==> src/rtl/exc_entry_pkg.sv <==
package exc_entry_pkg;

    typedef enum logic [1:0] {
        KIND_INT  = 2'd0,
        KIND_FAST = 2'd1,
        KIND_TRAP = 2'd2,
        KIND_BRK  = 2'd3
    } exc_kind_e;

    typedef enum logic [2:0] {
        ST_IDLE,
        ST_PUSH_SR,
        ST_PUSH_PC,
        ST_BACKUP,
        ST_FETCH,
        ST_REDIRECT
    } ent_state_e;

    function automatic logic kind_is_irq(exc_kind_e k);
        return (k == KIND_INT) || (k == KIND_FAST);
    endfunction

endpackage

==> src/rtl/exc_sr_xform.sv <==
module exc_sr_xform
    import exc_entry_pkg::*;
#(
    parameter int DW       = 32,
    parameter int MODE_BIT = 20,
    parameter int STK_BIT  = 17,
    parameter int IEN_BIT  = 16,
    parameter int LVL_LSB  = 24,
    parameter int LVL_W    = 4
) (
    input  logic [DW-1:0]    sr_in,
    input  exc_kind_e        kind,
    input  logic [LVL_W-1:0] level,
    output logic [DW-1:0]    sr_out
);
    localparam logic [DW-1:0] CLR_MASK =
        (DW'(1) << MODE_BIT) | (DW'(1) << STK_BIT) | (DW'(1) << IEN_BIT);

    always_comb begin
        sr_out = sr_in & ~CLR_MASK;
        if (kind_is_irq(kind)) begin
            sr_out[LVL_LSB +: LVL_W] = level;
        end
    end

endmodule

==> src/rtl/exc_entry_addr.sv <==
module exc_entry_addr
    import exc_entry_pkg::*;
#(
    parameter int AW    = 32,
    parameter int IDX_W = 8
) (
    input  exc_kind_e        kind,
    input  logic [IDX_W-1:0] index,
    input  logic             restart,
    input  logic [AW-1:0]    pc_cur,
    input  logic [AW-1:0]    pc_next,
    input  logic [AW-1:0]    vbase,
    output logic [AW-1:0]    vec_addr,
    output logic [AW-1:0]    ret_pc
);
    localparam int ENT_SH = 2;
    localparam int PAD_W  = AW - IDX_W - ENT_SH;

    logic [AW-1:0] offset;

    always_comb begin
        if (kind == KIND_BRK) begin
            offset = '0;
        end else begin
            offset = {{PAD_W{1'b0}}, index, {ENT_SH{1'b0}}};
        end
        vec_addr = vbase + offset;
        if (kind_is_irq(kind) && restart) begin
            ret_pc = pc_cur;
        end else begin
            ret_pc = pc_next;
        end
    end

endmodule

==> src/rtl/exc_entry_fsm.sv <==
module exc_entry_fsm
    import exc_entry_pkg::*;
#(
    parameter int DW = 32
) (
    input  logic          clk,
    input  logic          rst_n,
    input  logic          req_valid,
    input  exc_kind_e     req_kind,
    input  logic [DW-1:0] sr_old_in,
    input  logic [DW-1:0] sr_new_in,
    input  logic [DW-1:0] ret_pc_in,
    input  logic [DW-1:0] vec_addr_in,
    input  logic [DW-1:0] isp_in,
    input  logic [DW-1:0] fvec_in,
    output logic          busy,
    output logic          wr_valid,
    output logic [DW-1:0] wr_addr,
    output logic [DW-1:0] wr_data,
    input  logic          wr_ready,
    output logic          rd_valid,
    output logic [DW-1:0] rd_addr,
    input  logic          rd_ready,
    input  logic [DW-1:0] rd_data,
    output logic          bsr_wr_en,
    output logic [DW-1:0] bsr_out,
    output logic          bpc_wr_en,
    output logic [DW-1:0] bpc_out,
    output logic          sr_wr_en,
    output logic [DW-1:0] sr_out,
    output logic          isp_wr_en,
    output logic [DW-1:0] isp_out,
    output logic          pc_load,
    output logic [DW-1:0] pc_out
);
    localparam logic [DW-1:0] WORD_STEP = DW'(DW / 8);

    ent_state_e    state_q, state_d;
    exc_kind_e     kind_q;
    logic [DW-1:0] sr_old_q, sr_new_q, pc_sv_q, vaddr_q, sp_q, handler_q;
    logic          accept;

    assign accept = (state_q == ST_IDLE) && req_valid;

    always_comb begin
        state_d = state_q;
        unique case (state_q)
            ST_IDLE:     if (req_valid) state_d = (req_kind == KIND_FAST) ? ST_BACKUP : ST_PUSH_SR;
            ST_PUSH_SR:  if (wr_ready)  state_d = ST_PUSH_PC;
            ST_PUSH_PC:  if (wr_ready)  state_d = ST_FETCH;
            ST_BACKUP:                  state_d = ST_REDIRECT;
            ST_FETCH:    if (rd_ready)  state_d = ST_REDIRECT;
            ST_REDIRECT:                state_d = ST_IDLE;
            default:                    state_d = ST_IDLE;
        endcase
    end

    always_ff @(posedge clk or negedge rst_n) begin
        if (!rst_n) begin
            state_q   <= ST_IDLE;
            kind_q    <= KIND_INT;
            sr_old_q  <= '0;
            sr_new_q  <= '0;
            pc_sv_q   <= '0;
            vaddr_q   <= '0;
            sp_q      <= '0;
            handler_q <= '0;
        end else begin
            state_q <= state_d;
            if (accept) begin
                kind_q    <= req_kind;
                sr_old_q  <= sr_old_in;
                sr_new_q  <= sr_new_in;
                pc_sv_q   <= ret_pc_in;
                vaddr_q   <= vec_addr_in;
                sp_q      <= isp_in;
                handler_q <= fvec_in;
            end
            if ((state_q == ST_PUSH_SR || state_q == ST_PUSH_PC) && wr_ready) begin
                sp_q <= sp_q - WORD_STEP;
            end
            if (state_q == ST_FETCH && rd_ready) begin
                handler_q <= rd_data;
            end
        end
    end

    always_comb begin
        busy      = (state_q != ST_IDLE);
        wr_valid  = 1'b0;
        wr_addr   = sp_q - WORD_STEP;
        wr_data   = sr_old_q;
        rd_valid  = 1'b0;
        rd_addr   = vaddr_q;
        bsr_wr_en = 1'b0;
        bpc_wr_en = 1'b0;
        sr_wr_en  = 1'b0;
        isp_wr_en = 1'b0;
        pc_load   = 1'b0;
        bsr_out   = sr_old_q;
        bpc_out   = pc_sv_q;
        sr_out    = sr_new_q;
        isp_out   = sp_q;
        pc_out    = handler_q;
        unique case (state_q)
            ST_IDLE: ;
            ST_PUSH_SR: wr_valid = 1'b1;
            ST_PUSH_PC: begin
                wr_valid = 1'b1;
                wr_data  = pc_sv_q;
            end
            ST_BACKUP: begin
                bsr_wr_en = 1'b1;
                bpc_wr_en = 1'b1;
            end
            ST_FETCH: rd_valid = 1'b1;
            ST_REDIRECT: begin
                pc_load   = 1'b1;
                sr_wr_en  = 1'b1;
                isp_wr_en = (kind_q != KIND_FAST);
            end
            default: ;
        endcase
    end

endmodule

==> src/rtl/exc_entry_seq.sv <==
module exc_entry_seq
    import exc_entry_pkg::*;
#(
    parameter int DW       = 32,
    parameter int IDX_W    = 8,
    parameter int LVL_W    = 4,
    parameter int MODE_BIT = 20,
    parameter int STK_BIT  = 17,
    parameter int IEN_BIT  = 16,
    parameter int LVL_LSB  = 24
) (
    input  logic             clk,
    input  logic             rst_n,
    input  logic             req_valid,
    input  logic [1:0]       req_kind,
    input  logic [LVL_W-1:0] req_level,
    input  logic [IDX_W-1:0] req_index,
    input  logic             req_restart,
    input  logic [DW-1:0]    sr_in,
    input  logic [DW-1:0]    pc_cur,
    input  logic [DW-1:0]    pc_next,
    input  logic [DW-1:0]    isp_in,
    input  logic [DW-1:0]    vbase_in,
    input  logic [DW-1:0]    fvec_in,
    output logic             busy,
    output logic             wr_valid,
    output logic [DW-1:0]    wr_addr,
    output logic [DW-1:0]    wr_data,
    input  logic             wr_ready,
    output logic             rd_valid,
    output logic [DW-1:0]    rd_addr,
    input  logic             rd_ready,
    input  logic [DW-1:0]    rd_data,
    output logic             bsr_wr_en,
    output logic [DW-1:0]    bsr_out,
    output logic             bpc_wr_en,
    output logic [DW-1:0]    bpc_out,
    output logic             sr_wr_en,
    output logic [DW-1:0]    sr_out,
    output logic             isp_wr_en,
    output logic [DW-1:0]    isp_out,
    output logic             pc_load,
    output logic [DW-1:0]    pc_out
);
    exc_kind_e     kind;
    logic [DW-1:0] sr_new, ret_pc, vec_addr;

    assign kind = exc_kind_e'(req_kind);

    exc_sr_xform #(
        .DW(DW), .MODE_BIT(MODE_BIT), .STK_BIT(STK_BIT),
        .IEN_BIT(IEN_BIT), .LVL_LSB(LVL_LSB), .LVL_W(LVL_W)
    ) u_xform (
        .sr_in  (sr_in),
        .kind   (kind),
        .level  (req_level),
        .sr_out (sr_new)
    );

    exc_entry_addr #(.AW(DW), .IDX_W(IDX_W)) u_addr (
        .kind     (kind),
        .index    (req_index),
        .restart  (req_restart),
        .pc_cur   (pc_cur),
        .pc_next  (pc_next),
        .vbase    (vbase_in),
        .vec_addr (vec_addr),
        .ret_pc   (ret_pc)
    );

    exc_entry_fsm #(.DW(DW)) u_fsm (
        .clk         (clk),
        .rst_n       (rst_n),
        .req_valid   (req_valid),
        .req_kind    (kind),
        .sr_old_in   (sr_in),
        .sr_new_in   (sr_new),
        .ret_pc_in   (ret_pc),
        .vec_addr_in (vec_addr),
        .isp_in      (isp_in),
        .fvec_in     (fvec_in),
        .busy        (busy),
        .wr_valid    (wr_valid),
        .wr_addr     (wr_addr),
        .wr_data     (wr_data),
        .wr_ready    (wr_ready),
        .rd_valid    (rd_valid),
        .rd_addr     (rd_addr),
        .rd_ready    (rd_ready),
        .rd_data     (rd_data),
        .bsr_wr_en   (bsr_wr_en),
        .bsr_out     (bsr_out),
        .bpc_wr_en   (bpc_wr_en),
        .bpc_out     (bpc_out),
        .sr_wr_en    (sr_wr_en),
        .sr_out      (sr_out),
        .isp_wr_en   (isp_wr_en),
        .isp_out     (isp_out),
        .pc_load     (pc_load),
        .pc_out      (pc_out)
    );

endmodule

==> config.mk <==
export PLATFORM = sky130hd
export DESIGN_NAME = exc_entry_seq
export DESIGN_NICKNAME = d
export VERILOG_FILES = /design/src/rtl/exc_entry_pkg.sv /design/src/rtl/exc_sr_xform.sv /design/src/rtl/exc_entry_addr.sv /design/src/rtl/exc_entry_fsm.sv /design/src/rtl/exc_entry_seq.sv
export SDC_FILE = /design/constraint.sdc
export NUM_CORES = 1
export LEC_CHECK = 0
export CORE_AREA = 2 2 197 199
export DETAILED_ROUTE_END_ITERATION = 8
export DIE_AREA = 0 0 199 201
export SKIP_CTS_REPAIR_TIMING = 1
export SLEW_MARGIN = 20
export SYNTH_ARGS = -nofsm -noshare
export SYNTH_HDL_FRONTEND = slang
export SYNTH_HIERARCHICAL = 1
export SYNTH_SLANG_ARGS = --single-unit
==> constraint.sdc <==
create_clock -name clk -period 3.9 [get_ports clk]
set_input_delay 0.39 -clock clk [delete_from_list [all_inputs] [get_ports clk]]
set_output_delay 0.39 -clock clk [all_outputs]
set_load 0.01 [all_outputs]
## Word-level counts from Yosys, hierarchy flattened

Index checks and enable logic that the tools add are counted.
Widths: inputs -> output; s select.

| storage, ports and cells | value |
|---|---|
| flip-flop bits (word level) | 194 |
| bits of input ports | 244 |
| output and inout bits | 264 |
| logic and storage cells | 54 |

| operators by class | value |
|---|---|
| $add $sub $neg | 2 |
| eq/ne operators | 12 |
| multiplexer cells | 19 |
| reduce and logical (&&, ||, !) cells | 13 |

Operators by type and width:

| operator | count |
|---|---|
| $mux 32 | 6 |
| $add 32x10->32 | 1 |
| $sub 32x3->32 const B | 1 |
| $pmux 3 s5 | 1 |
| $mux 3 | 4 |
| $mux 10 | 1 |
| $ne 2x2->1 const B | 4 |
| $eq 3x2->1 const B | 2 |
| $eq 3x3->1 const B | 2 |
| $mux 1 | 5 |
| $logic_and 1x1->1 | 4 |
| $mux 4 | 1 |
| $reduce_and 4->1 | 1 |
| $reduce_bool 2->1 | 2 |
| $eq 3x1->1 const B | 1 |
| $logic_not 3->1 | 1 |
| $reduce_bool 3->1 | 1 |
| $eq 2x1->1 const B | 1 |
| $eq 2x2->1 const B | 1 |
| $logic_not 2->1 | 1 |
| $logic_or 1x1->1 | 2 |
| $mux 2 | 1 |
| $ne 2x1->1 const B | 1 |
| $reduce_or 2->1 | 1 |

## Longest topological paths before layout

Gate-level depths: netlist of run 1.

| depth | value |
|---|---|
| word-level depth | 4 |
| mapped depth | 12 |
| depth with buffers taken out | 12 |

## By module

The synthesis of run 1 kept the hierarchy.

By module, submodules not included:

| module | instances | cells an instance | area each (sq um) |
|---|---|---|---|
| exc_entry_fsm | 1 | 1012 | 8909.8 |
| exc_entry_addr | 1 | 154 | 1251.2 |
| exc_sr_xform | 1 | 33 | 259.0 |

## Worst setup path after synthesis of run 1

OpenSTA, ideal clock, no wires.

| timing path | value |
|---|---|
| path kind | register -> register |
| from | register u_fsm.sp_q[2], in the netlist u_fsm/isp_out[2] |
| to | register u_fsm.sp_q[22], in the netlist u_fsm/isp_out[22] |
| arrival | 2.705 ns |
| setup slack | 1.064 ns |
| cell stages (with the launch flop) | 10 |
| buffers on the path | 2 |
| clock period less this slack | 2.836 ns |
| path through | dfrtp_1 -> inv_1 -> ha_1 -> or4b_1 -> buf_2 -> or2_1 -> buf_2 -> or4_4 -> and3_1 -> or3_1 |

| on the way | value |
|---|---|
| word-level cells in the longest chain between the ends | 2 |

RTL lines:

| what | RTL line | text |
|---|---|---|
| from (decl) | exc_entry_fsm.sv:40 | `logic [DW-1:0] sr_old_q, sr_new_q, pc_sv_q, vaddr_q, sp_q, handler_q;` |
| from (signal assigned) | exc_entry_fsm.sv:76 | `sp_q <= isp_in;` |
| from (signal assigned) | exc_entry_fsm.sv:80 | `sp_q <= sp_q - WORD_STEP;` |
| $sub 32x3->32 | exc_entry_fsm.sv:80 |  |
| $mux 32 | exc_entry_fsm.sv:79 | `if ((state_q == ST_PUSH_SR \|\| state_q == ST_PUSH_PC) && wr_ready) begin` |

Every way passes these cells.
A chain may end at the register's enable or synchronous reset.

## Final worst setup path of run 1

| timing path | value |
|---|---|
| from | register u_fsm.sp_q[7], in the netlist u_fsm/isp_out[7] |
| to | output port wr_addr[25] |

| on the way | value |
|---|---|
| word-level cells in the longest chain between the ends | 1 |

RTL lines:

| what | RTL line | text |
|---|---|---|
| $sub 32x3->32 | exc_entry_fsm.sv:91 | `wr_addr = sp_q - WORD_STEP;` |
| to (decl) | exc_entry_seq.sv:27 | `output logic [DW-1:0] wr_addr,` |

Every way passes these cells.

==> results.md, run 1 <==
- The flow ran to the end, and the final reports show no timing, DRC or antenna violations.
- In this run the cell area measured after placement is 15,800 sq um.
- In this run the cell area of the synthesized design comes to between 10,000 and 15,000 sq um.
- The maximum operating frequency is about 0.27 GHz.
- The number of enable flip-flop cells after synthesis is 0.
- Final hold analysis gives a worst-case slack of 0.453 ns.
- 0 antenna diodes ended up in the layout.
- The most frequent cell after synthesis is nand2_1.
- For this run, the total global-route usage over all layers was measured as 0.201.
- The fraction of the mapped netlist area in compound gates came to 0.0779.
- The initial standard-cell utilization of the core is 0.273.
- At the end of routability-driven placement, the weighted congestion stood at 0.870.
- The most frequently used flop master after synthesis is dfrtp_1.
- The buffer type at the clock tree root is clkbuf_16.
- From synthesis to final layout, the design area changed by 57.6%.
- The leakage power summed over all cells is 7.21 nW.
- The first TritonRoute pass finished after 6 iterations.
- After routing the design area is about 16,000 sq um.
- The final clock skew is between 0.01 and 0.015 ns.
- The total half-perimeter wirelength after legalization and detailed placement is 29,600 um.
- The share of synthesized flip-flops with an asynchronous set or reset is 1.00.
- The clock slew at the register clock pins of the worst setup and hold paths is 0.08 ns.
- The vertical extent of the die is 201 um.
- The highest ir drop seen on vdd is between 0.3 and 0.4 mV.
- The routed via count is 10,021.
- Dividing the detail-routed via count by the number of cells gives around 4.6.
- After routing, the total negative slack on setup checks comes to 0 ns.
- The floorplan step defined a die boundary enclosing 40,000 sq um.
- Of the total synthesized cell area, the portion taken by XOR and XNOR cells is 0.0462.
- For this block, the routed nets add up to around 40,000 um of wire.
- A synthesized cell averages 8.69 sq um.
- Entering global routing, the biggest net connects 164 pins.
- For the worst-skew pair, the clock arrives at the later sink with an insertion delay of 0.46 ns.
- The initial antenna violation count is 0.
- The boundary pin count is 508.
- The antenna violation net count after detailed routing is 0.
- The width of the chip is 199 um.
- The netlist uses 60 different library cells.
- The total of endpoints with negative setup slack in the final report is 0.
- Of the total power, the clock network draws 0.144.
- The number of max-slew violations in the final report was 0.
- After synthesis, the cell types taking the most area are dfrtp_1 (47%), nand2_1 (15%), mux2_2 (7.2%), nor2_1 (3.4%), xnor2_1 (2.5%).
- The gate count of the mapped netlist is 1,199.
- The class of the most critical setup path is reg -> out.
- The post-synthesis mux area share is 0.0774.
- Across the run, the number of max-cap violations was 0.
- After synthesis, the most frequently instantiated cells are nand2_1 (430), dfrtp_1 (197), nor2_1 (94).
- The part of the Yosys area used for sequential elements is 0.473.
- The number of sinks handled by clock tree synthesis is 197.
- Of the total synthesized cell area, the portion taken by AND, OR, NAND and NOR gates is 0.258.
- Counting flops and latches in the post-synthesis netlist gives 197.
- The first global-routing pass estimated a little over 60,000 um of wire.
- The number of global-route vias before repair is between 10,000 and 15,000.
- The floorplan step defined a core boundary enclosing 38,100 sq um.
- The total grt overflow is 0.
- The reported net switching power is 0.00500 W.
- The share of the synthesized area in the top cell type is 0.473.
- For this run, the number of Yosys warnings is 6.
- The internal power of the cells totals 0.00749 W.
- For the worst setup path, the data required time is 3.51 ns.
- In the final layout, the share of cells above drive strength 1 is 0.0834.
- The clock passes through at most 2 buffers.
- TritonCTS built the clock tree.
- Port buffering added approximately 510 buffers.
- The worst endpoint data arrival time is ~3.3 ns.
- At the end of the flow the core is filled with cells to 0.431.
- The share of total power dissipated in sequential elements is 0.308.
- The nature of the critical path endpoint is an output pin.
- Setup repair after global routing left no endpoint under its margin.
- For the pin with the worst max-slew slack, the measured transition is 1.04 ns.
- The number of endpoints with negative hold slack in the final report came to 0.
- The final layout net count is 1,897.
- The synthesized design spends more area on one cell type than any other, namely dfrtp_1.
- Of the total power, the share spent switching nets is 0.400.
- The detailed router's first-iteration violation count is 561.
- By area, the combinational part of the netlist is dominated by simple AND/OR/NAND/NOR gates.
- STA classifies the critical path startpoint as a register.
- The path class of the tightest hold or removal check is in -> reg.
- The row count is 72.
- The final period demand of the worst path is 3.72 ns.
- The mean routed wirelength per cell is about 18 um.
- Measured against its own limit, the worst slew margin works out to 0.309.
- The number of levels in the clock H-tree is 4.
- In the routed design, unresolved DRC markers number 0.
- The portion of the clock cycle consumed by the worst path in the final layout is 0.954.
- The share of synthesized cell area in full adder, half adder and majority cells is 0.0127.
- The ratio of total power to cell area is 760 nW/um^2.
- Counting the buffers created by CTS gives 17.
- The share of total power dissipated in combinational logic is 0.548.
- Of all nets on the critical path, the largest fanout is 8.
-- routing by layer --
metal	share of wire	track usage	up-vias	wire length [um]
met5	0	0	-	0
met4	0.022	0.0608	0	890
met3	0.082	0.0649	56	3270
met2	0.49	0.344	393	19700
met1	0.40	0.238	4747	16200
li1	-	-	4825	-
-- registers in the layout, indices dropped and copies added (netlist names) --
register,flops
u_fsm/bpc_out,32
u_fsm/bsr_out,32
u_fsm/isp_out,32
u_fsm/pc_out,32
u_fsm/rd_addr,32
u_fsm/sr_out,32
u_fsm/state_q,3
u_fsm/kind_q,2
-- worst paths after layout --
path | start | endpoint | slack [ns] | cells after the start
worst max-delay path | u_fsm/isp_out[7] | wr_addr[25] | 0.18 | 5
worst min-delay path | vbase_in[1] | u_fsm/rd_addr[1] | 0.45 | 3
worst max register to register | u_fsm/isp_out[2] | u_fsm/isp_out[22] | 1.10 | 7
worst min register to register | u_fsm/rd_addr[12] | u_fsm/rd_addr[12] | 0.47 | 2
max in group asynchronous | rst_n | u_fsm/pc_out[15] | 2.52 | 3
min in group asynchronous | rst_n | u_fsm/isp_out[24] | 0.53 | 2
-- area by class of cell --
| cell class | count | area [sq um] |
|---|---|---|
| Clock buffer | 19 | 453 |
| Clock inverter | 12 | 119 |
| Fill cell | 3752 | 21700 |
| Inverter | 13 | 48.8 |
| Multi-Input combinational cell | 889 | 4970 |
| Sequential cell | 197 | 4930 |
| Tap cell | 518 | 648 |
| Timing Repair Buffer | 525 | 5260 |
-- critical path, cell delays in order (launching register included) --
cell and delay [ns]:
dfrtp_1 0.46, or4_1 0.64, or4_4 0.62, or3_1 0.38, xnor2_1 0.19, clkdlybuf4s50_1 0.58
-- power by group through the flow --
stage	sequential (W)	clock (W)	combinational, W
3_3_place_gp	0.00384	0	0.00687
3_5_place_dp	0.00387	0	0.00690
2_1_floorplan	0.00408	0	0.00265
5_1_grt	0.00400	0.00195	0.00742
4_1_cts	0.00385	0.00187	0.00693
6_report	0.00384	0.00180	0.00684
-- cells by family (layout without fill, tap and decap cells) --
group / after synthesis / in the layout
AND/OR/NAND/NOR: 633 / 633
flip-flops: 197 / 197
AO/OA/AOI/OAI: 116 / 116
buffers and inverters: 115 / 569
multiplexers: 72 / 72
XOR/XNOR: 55 / 55
adder cells (fa/ha/maj): 10 / 10
other: 1 / 3
-- layout by cell type (no fill, tap or decap), types with 9 or more instances in the layout --
cell type and instances:
clkbuf_16 17, o22ai_1 33, nor2_1 92, mux2_2 67, buf_4 14, ha_1 9
clkdlybuf4s50_1 506, dfrtp_1 197, o21ai_0 22, nor3_1 16, nor4_1 9, inv_1 13
and2_1 9, xor2_1 25, xnor2_1 30, a21oi_1 11, nand3_1 17, nand2_1 428
a221o_1 16
-- through the flow --
stage | instances | total power, W | setup WS (ns)
final | 2173 | 0.0125 | 0.178
after floorplan | 1201 | 0.00672 | 1.06
after CTS | 2172 | 0.0126 | -0.00244
after detailed placement | 2141 | 0.0108 | 0.547
after global placement | 2141 | 0.0107 | 0.553
after global routing | 2173 | 0.0134 | 0.0165
(Power assumes the default switching activity.)
==> run 2, diff against run 1 <==
SETUP_SLACK_MARGIN = 0.02   (was not set)
==> results of run 2 <==
Same layout as run 1 (identical final DEF). Status: finished clean.
==> run 3, diff against run 2 <==
CAP_MARGIN = 20   (was not set)
==> results of run 3 <==
Same layout as run 1 (identical final DEF). Status: finished clean.
